`src/rtl/ext_port_pkg.sv`:
```
package ext_port_pkg;

  typedef enum logic [1:0] {
    SP_PROG = 2'd0,
    SP_XDAT = 2'd1,
    SP_YDAT = 2'd2,
    SP_EXC  = 2'd3
  } space_e;

  typedef enum logic [1:0] {
    SQ_IDLE   = 2'd0,
    SQ_SETUP  = 2'd1,
    SQ_STROBE = 2'd2
  } seq_e;

  typedef enum logic [1:0] {
    OW_OWNED   = 2'd0,
    OW_FLOAT   = 2'd1,
    OW_GRANTED = 2'd2,
    OW_RETURN  = 2'd3
  } own_e;

  localparam logic [2:0] SEL_IDLE = 3'b111;

  // active-low {program, data, x/y}
  function automatic logic [2:0] sel_code(space_e s);
    logic [2:0] c;
    case (s)
      SP_PROG: c = 3'b011;
      SP_XDAT: c = 3'b101;
      SP_YDAT: c = 3'b100;
      default: c = 3'b010;
    endcase
    return c;
  endfunction

endpackage

```
`src/rtl/ep_sync_chain.sv`:
```
module ep_sync_chain #(
  parameter int STAGES = 2,
  parameter bit RST_VAL = 1'b0
) (
  input  logic clk,
  input  logic rst_n,
  input  logic d,
  output logic q
);
  logic [STAGES-1:0] chain_q;

  generate
    for (genvar i = 0; i < STAGES; i++) begin : g_stage
      logic d_in;
      if (i == 0) begin : g_first
        assign d_in = d;
      end else begin : g_next
        assign d_in = chain_q[i-1];
      end
      always_ff @(posedge clk or negedge rst_n) begin
        if (!rst_n) chain_q[i] <= RST_VAL;
        else        chain_q[i] <= d_in;
      end
    end
  endgenerate

  assign q = chain_q[STAGES-1];
endmodule

```
`src/rtl/ep_own_fsm.sv`:
```
module ep_own_fsm
  import ext_port_pkg::*;
(
  input  logic clk,
  input  logic rst_n,
  input  logic req_s,
  input  logic boundary,
  input  logic seq_busy,
  output own_e own_st,
  output logic rel_go
);
  own_e st_q, st_d;

  assign rel_go = (st_q == OW_OWNED) && req_s && boundary && !seq_busy;

  always_comb begin
    st_d = st_q;
    case (st_q)
      OW_OWNED:   if (rel_go) st_d = OW_FLOAT;
      OW_FLOAT:   st_d = OW_GRANTED;
      OW_GRANTED: if (!req_s) st_d = OW_RETURN;
      default:    st_d = OW_OWNED;
    endcase
  end

  // reset lands in RETURN: outputs floated, grant off
  always_ff @(posedge clk or negedge rst_n) begin
    if (!rst_n) st_q <= OW_RETURN;
    else        st_q <= st_d;
  end

  assign own_st = st_q;
endmodule

```
`src/rtl/ep_access_seq.sv`:
```
module ep_access_seq
  import ext_port_pkg::*;
#(
  parameter int AW = 16,
  parameter int DW = 24
) (
  input  logic          clk,
  input  logic          rst_n,
  input  logic          start,
  input  space_e        req_space,
  input  logic          req_wr,
  input  logic [AW-1:0] req_addr,
  input  logic [DW-1:0] req_wdata,
  input  logic          bus_wait,
  input  logic [DW-1:0] bus_din,
  output logic          busy,
  output logic          done,
  output logic [DW-1:0] rdata,
  output logic [AW-1:0] addr,
  output logic [2:0]    sel_n,
  output logic          bs_n,
  output logic          rd_n,
  output logic          wr_n,
  output logic          wr_drive,
  output logic [DW-1:0] wdata
);
  seq_e          st_q, st_d;
  space_e        sp_q, sp_d;
  logic          wr_q, wr_d;
  logic [AW-1:0] addr_q, addr_d;
  logic [DW-1:0] wd_q, wd_d;
  logic [DW-1:0] rd_q, rd_d;
  logic          done_q, done_d;
  logic          latch_en;
  logic          cap_en;

  always_comb begin
    st_d     = st_q;
    done_d   = 1'b0;
    latch_en = 1'b0;
    cap_en   = 1'b0;
    case (st_q)
      SQ_IDLE: begin
        if (start) begin
          st_d     = SQ_SETUP;
          latch_en = 1'b1;
        end
      end
      SQ_SETUP: st_d = SQ_STROBE;
      SQ_STROBE: begin
        if (!bus_wait) begin
          st_d   = SQ_IDLE;
          done_d = 1'b1;
          cap_en = !wr_q;
        end
      end
      default: st_d = SQ_IDLE;
    endcase
  end

  // request field latches, enabled only on start
  always_comb begin
    sp_d   = sp_q;
    wr_d   = wr_q;
    addr_d = addr_q;
    wd_d   = wd_q;
    if (latch_en) begin
      sp_d   = req_space;
      wr_d   = req_wr;
      addr_d = req_addr;
      wd_d   = req_wdata;
    end
  end

  always_comb begin
    rd_d = rd_q;
    if (cap_en) rd_d = bus_din;
  end

  always_ff @(posedge clk or negedge rst_n) begin
    if (!rst_n) begin
      st_q   <= SQ_IDLE;
      sp_q   <= SP_PROG;
      wr_q   <= 1'b0;
      addr_q <= '0;
      wd_q   <= '0;
      rd_q   <= '0;
      done_q <= 1'b0;
    end else begin
      st_q   <= st_d;
      sp_q   <= sp_d;
      wr_q   <= wr_d;
      addr_q <= addr_d;
      wd_q   <= wd_d;
      rd_q   <= rd_d;
      done_q <= done_d;
    end
  end

  assign busy     = (st_q != SQ_IDLE);
  assign done     = done_q;
  assign rdata    = rd_q;
  assign addr     = addr_q;
  assign wdata    = wd_q;
  assign sel_n    = busy ? sel_code(sp_q) : SEL_IDLE;
  assign bs_n     = !busy;
  assign rd_n     = !((st_q == SQ_STROBE) && !wr_q);
  assign wr_n     = !((st_q == SQ_STROBE) && wr_q);
  assign wr_drive = (st_q == SQ_STROBE) && wr_q;
endmodule

```
`src/rtl/ext_port_arb.sv`:
```
module ext_port_arb
  import ext_port_pkg::*;
#(
  parameter int AW = 16,
  parameter int DW = 24,
  parameter int REQ_SYNC = 2,
  parameter int RST_SYNC = 2
) (
  input  logic          clk,
  input  logic          rst_n,
  input  logic          core_req,
  input  logic [1:0]    core_space,
  input  logic          core_wr,
  input  logic [AW-1:0] core_addr,
  input  logic [DW-1:0] core_wdata,
  input  logic          core_boundary,
  output logic          core_done,
  output logic [DW-1:0] core_rdata,
  output logic          core_stall,
  output logic [AW-1:0] bus_addr,
  output logic          bus_ctl_oe,
  output logic [2:0]    bus_sel_n,
  output logic          bus_bs_n,
  output logic          bus_rd_n,
  output logic          bus_wr_n,
  output logic [DW-1:0] bus_dout,
  output logic          bus_data_oe,
  input  logic [DW-1:0] bus_din,
  input  logic          bus_wait,
  input  logic          ext_req_n,
  output logic          bus_grant_n,
  output logic          bus_need_n
);
  logic   rst_int_n;
  logic   req_s;
  logic   seq_busy;
  logic   seq_done;
  logic   rel_go;
  logic   start;
  logic   wr_drive;
  logic   alive_q;
  own_e   own_st;

  // asynchronous assertion, synchronous release
  ep_sync_chain #(.STAGES(RST_SYNC), .RST_VAL(1'b0)) u_rst_sync (
    .clk(clk), .rst_n(rst_n), .d(1'b1), .q(rst_int_n)
  );

  ep_sync_chain #(.STAGES(REQ_SYNC), .RST_VAL(1'b0)) u_req_sync (
    .clk(clk), .rst_n(rst_int_n), .d(!ext_req_n), .q(req_s)
  );

  ep_own_fsm u_own (
    .clk(clk), .rst_n(rst_int_n), .req_s(req_s), .boundary(core_boundary),
    .seq_busy(seq_busy), .own_st(own_st), .rel_go(rel_go)
  );

  assign start = core_req && !seq_busy && !seq_done &&
                 (own_st == OW_OWNED) && !rel_go;

  ep_access_seq #(.AW(AW), .DW(DW)) u_seq (
    .clk(clk), .rst_n(rst_int_n), .start(start),
    .req_space(space_e'(core_space)), .req_wr(core_wr),
    .req_addr(core_addr), .req_wdata(core_wdata),
    .bus_wait(bus_wait), .bus_din(bus_din),
    .busy(seq_busy), .done(seq_done), .rdata(core_rdata),
    .addr(bus_addr), .sel_n(bus_sel_n), .bs_n(bus_bs_n),
    .rd_n(bus_rd_n), .wr_n(bus_wr_n), .wr_drive(wr_drive),
    .wdata(bus_dout)
  );

  always_ff @(posedge clk or negedge rst_int_n) begin
    if (!rst_int_n) alive_q <= 1'b0;
    else            alive_q <= 1'b1;
  end

  assign bus_ctl_oe  = (own_st == OW_OWNED);
  assign bus_data_oe = bus_ctl_oe && wr_drive;
  assign bus_grant_n = (own_st != OW_GRANTED);
  assign core_done   = seq_done;
  assign core_stall  = alive_q && core_req && !seq_busy && !seq_done && !start;
  assign bus_need_n  = !(alive_q && (seq_busy || (core_req && !seq_done)));
endmodule

```
`config.mk`:
```
export PLATFORM = sky130hd
export DESIGN_NAME = ext_port_arb
export DESIGN_NICKNAME = d
export VERILOG_FILES = /design/src/rtl/ext_port_pkg.sv /design/src/rtl/ep_sync_chain.sv /design/src/rtl/ep_own_fsm.sv /design/src/rtl/ep_access_seq.sv /design/src/rtl/ext_port_arb.sv
export SDC_FILE = /design/constraint.sdc
export NUM_CORES = 1
export LEC_CHECK = 0
export BUFFER_PORTS_ARGS = -buffer_cell sky130_fd_sc_hd__buf_2
export CAP_MARGIN = 20
export CORE_MARGIN = 8
export CORE_UTILIZATION = 50
export DETAILED_ROUTE_END_ITERATION = 8
export PLACE_DENSITY_LB_ADDON = 0.2
export SETUP_SLACK_MARGIN = 0.02
export SLEW_MARGIN = 20
export SYNTH_ARGS = -nofsm -noshare
export SYNTH_HDL_FRONTEND = slang
export SYNTH_SLANG_ARGS = --single-unit
```
`constraint.sdc`:
```
create_clock -name clk -period 5.15 [get_ports clk]
set_clock_uncertainty 0.2 [all_clocks]
set_input_delay 0.7725 -clock clk [delete_from_list [all_inputs] [get_ports clk]]
set_output_delay 0.7725 -clock clk [all_outputs]
set_load 0.01 [all_outputs]
```
==> flow_metrics.env <==
export IMPL_synth_area_leaders="dfrtp_1 59%, mux2_4 18%, mux2_2 10%, ha_1 2.3%, buf_6 2.1%"
export IMPL_fin_total_pwr_mw=2.62
export IMPL_cp_slowest_cell="dfrtp_1"
export IMPL_end_kind="output pin"
export IMPL_grt_usage_pct=15.3
export IMPL_grt_pass1_vias=2189
export IMPL_num_io_pins=149
export IMPL_ant_nets=0
export IMPL_wirelength_um=6970
export IMPL_ys_seq_elements=77
export IMPL_worst_pin_slew_ns=0.851
export IMPL_finalSetupTns_ns=0
export IMPL_critPathKind="reg -> out"
export IMPL_start_util_pct=51.0
export IMPL_clockBufferDepth=2
export IMPL_gp_congestion=0.770
export IMPL_status="completed"
export IMPL_antenna_found_initial=0
export IMPL_antenna_cells=0
export IMPL_setup_viol=0
export IMPL_ys_flop_type="dfrtp_1"
export IMPL_dp_cells=413
export IMPL_cts_tree="done"
export IMPL_io_buffer_count=148
export IMPL_yosysTopAreaCell="dfrtp_1"
export IMPL_dr_pass1_iters=4
export IMPL_async_flop_share_pct=100
export IMPL_core_area_um2=6280
export IMPL_stdcell_count=431
export IMPL_cp_top_family="flip-flops"
export IMPL_crit_buf_inv=2
export IMPL_layout_drive_gt1_share_pct=68.4
export IMPL_htreeDepth=3
export IMPL_cts_buffers=9
export IMPL_die_h_um=96.0
export IMPL_max_slew_margin_pct=43.2
export IMPL_place_hpwl_um=5410
export IMPL_period_share_pct=49.0
export IMPL_hp_class="reg -> async"
export IMPL_vdd_drop_max_v=0.000330
export IMPL_cpPeakStageDelay_ns=0.40
export IMPL_drc=0
export IMPL_hold_viol=0
export IMPL_die_area_um2=9210
export IMPL_crit_path_start_kind="register"
export IMPL_via_count=2015
export IMPL_postCtsHoldBufs=1
export IMPL_grt_max_degree=45
export IMPL_yosysTopAreaCellShare_pct=58.7
export IMPL_layout_setup_ws_ns=2.63
export IMPL_drv_cap=0
export IMPL_dp_slack_ns=2.42
export IMPL_yosysUniqueCellTypes=24
export IMPL_rsz0062_at_grt="false"
export IMPL_leakage_nw=2.25
export IMPL_postCtsSetupBuffers=0
export IMPL_crit_path_max_fanout=4
export IMPL_drt_iter0_drc=52
export IMPL_ys_warnings_count=0
export IMPL_overflow=0
export IMPL_wl_per_cell_um=16.2
export IMPL_syn_instance_count=192
export IMPL_ys_seq_area_share_pct=60.3
export IMPL_synth_edf_count=0
export IMPL_post_cts_resized=0
export IMPL_final_net_count=428
export IMPL_syn_area_per_cell_um2=16.7
export IMPL_worstPathRequired_ns=4.18
export IMPL_clock_sinks=77
export IMPL_root_buffer="clkbuf_8"
export IMPL_drv_slew=0
export IMPL_clock_latency_ns=0.33
export IMPL_p_per_area_nw_per_um2=624
export IMPL_syn_cell_area_um2=3200
export IMPL_clkTransAtPathRegs_ns=0.09
export IMPL_die_w_um=96.0
export IMPL_grt_pass1_wl_um=10800
export IMPL_fmax_mhz=396
export IMPL_fillCellCount=496
export IMPL_fin_crit_ns=2.52
export IMPL_vias_per_cell=4.68
export IMPL_rows=29
export IMPL_crit_chain="inv_1 -> ha_1 -> or2_2 -> buf_2"
export IMPL_area_delta_synth_final_pct=31.1
export IMPL_worst_ep_arrival_time_ns=1.55
## report_power, final
group	switching, mW	internal (mW)
logic	0.484	0.646
registers	0.175	0.898
clock network	0.232	0.181
total	0.891	1.72
## sequential cells by signal (all words and copies together) (netlist names)
| signal | flops |
|---|---|
| u_seq.rdata | 24 |
| u_rst_sync.g_stage.d_in | 1 |
| u_seq.wr_q | 1 |
| u_rst_sync.q | 1 |
| u_req_sync.g_stage.d_in | 1 |
| u_own.own_st | 2 |
| u_seq.addr | 16 |
| u_seq.st_q | 2 |
| alive_q | 1 |
| u_seq.done | 1 |
| u_seq.wdata | 24 |
| u_req_sync.q | 1 |
| u_seq.sp_q | 2 |
## per-stage QoR
stage          util [%]  hold slack (ns)  area (um2)
5_1_grt            66.8            0.165        4190
3_3_place_gp       63.5            0.135        3990
3_5_place_dp       63.5            0.140        3990
2_1_floorplan         -            0.131        3200
4_1_cts            66.6            0.159        4180
6_report           66.8            0.146        4190
## logic make-up (layout without fill, tap and decap cells)
kind of cell | count (synthesis) | after routing | synth area share [%]
compound gates | 7 | 7 | 1.29
fa+ha+maj | 6 | 6 | 2.35
buf+inv | 15 | 176 | 3.17
flops | 77 | 77 | 60.3
mux | 69 | 69 | 28.8
other cells | 1 | 2 | 0.117
simple gates | 17 | 17 | 3.95
## layout by cell type, fill, tap and decap left out, types with 2 or more instances in the layout
master,count
buf_2,148
dfrtp_1,74
mux2_4,39
mux2_2,29
inv_1,9
clkbuf_8,9
ha_1,6
nand2_1,5
nor2_1,3
o21ai_0,3
inv_6,3
clkinvlp_4,3
nand2b_1,2
conb_1,2
dfstp_2,2
## worst reg2reg max path, stage by stage (launching register included)
cell and delay, ns:
dfrtp_1 0.47, nor4b_4 0.38, nand3_4 0.66, mux2_4 0.58
## synth_stat cells, types with 2 or more instances
library cell,count
mux2_2,29
dfrtp_1,75
inv_1,9
ha_1,6
mux2_4,39
o21ai_0,3
buf_6,6
nor2_1,3
nand2b_1,2
nand2_1,5
dfstp_2,2
## path summary, 6_finish.rpt
path / start / end / slack, ns / cells after the start
worst max register to register: u_seq.st_q[0] / u_seq.wdata[10] / 2.75 / 3
worst min register to register: u_rst_sync.q / u_seq.wdata[12] / 0.15 / 0
worst min-delay path: u_rst_sync.q / u_seq.wdata[12] / 0.15 / 0
min in group clk: u_rst_sync.g_stage[1].d_in / u_rst_sync.q / 0.16 / 0
max in group asynchronous: u_rst_sync.q / u_own.own_st[1] / 3.62 / 1
worst max-delay path: u_seq.sp_q[0] / bus_sel_n[2] / 2.63 / 4
## area by class of cell
type	instances	area (um2)	area share, %
clock buffer	9	124	2.95
clock inverter	7	57.6	1.37
inverter	9	33.8	0.805
multi-input combinational	101	1180	28.1
sequential	77	1930	46.0
tap	77	96.3	2.30
timing repair buffer	151	773	18.4
## routing by layer
layer / vias up / routed length (um) / part of all wire (%) / GRT usage, %
met5: - / 0 / 0 / 0
met4: 0 / 110 / 1.6 / 5.76
met3: 10 / 757 / 11 / 6.32
met2: 91 / 3240 / 46 / 23.2
met1: 946 / 2870 / 41 / 19.1
li1: 968 / - / - / -
(Power assumes the default switching activity.)
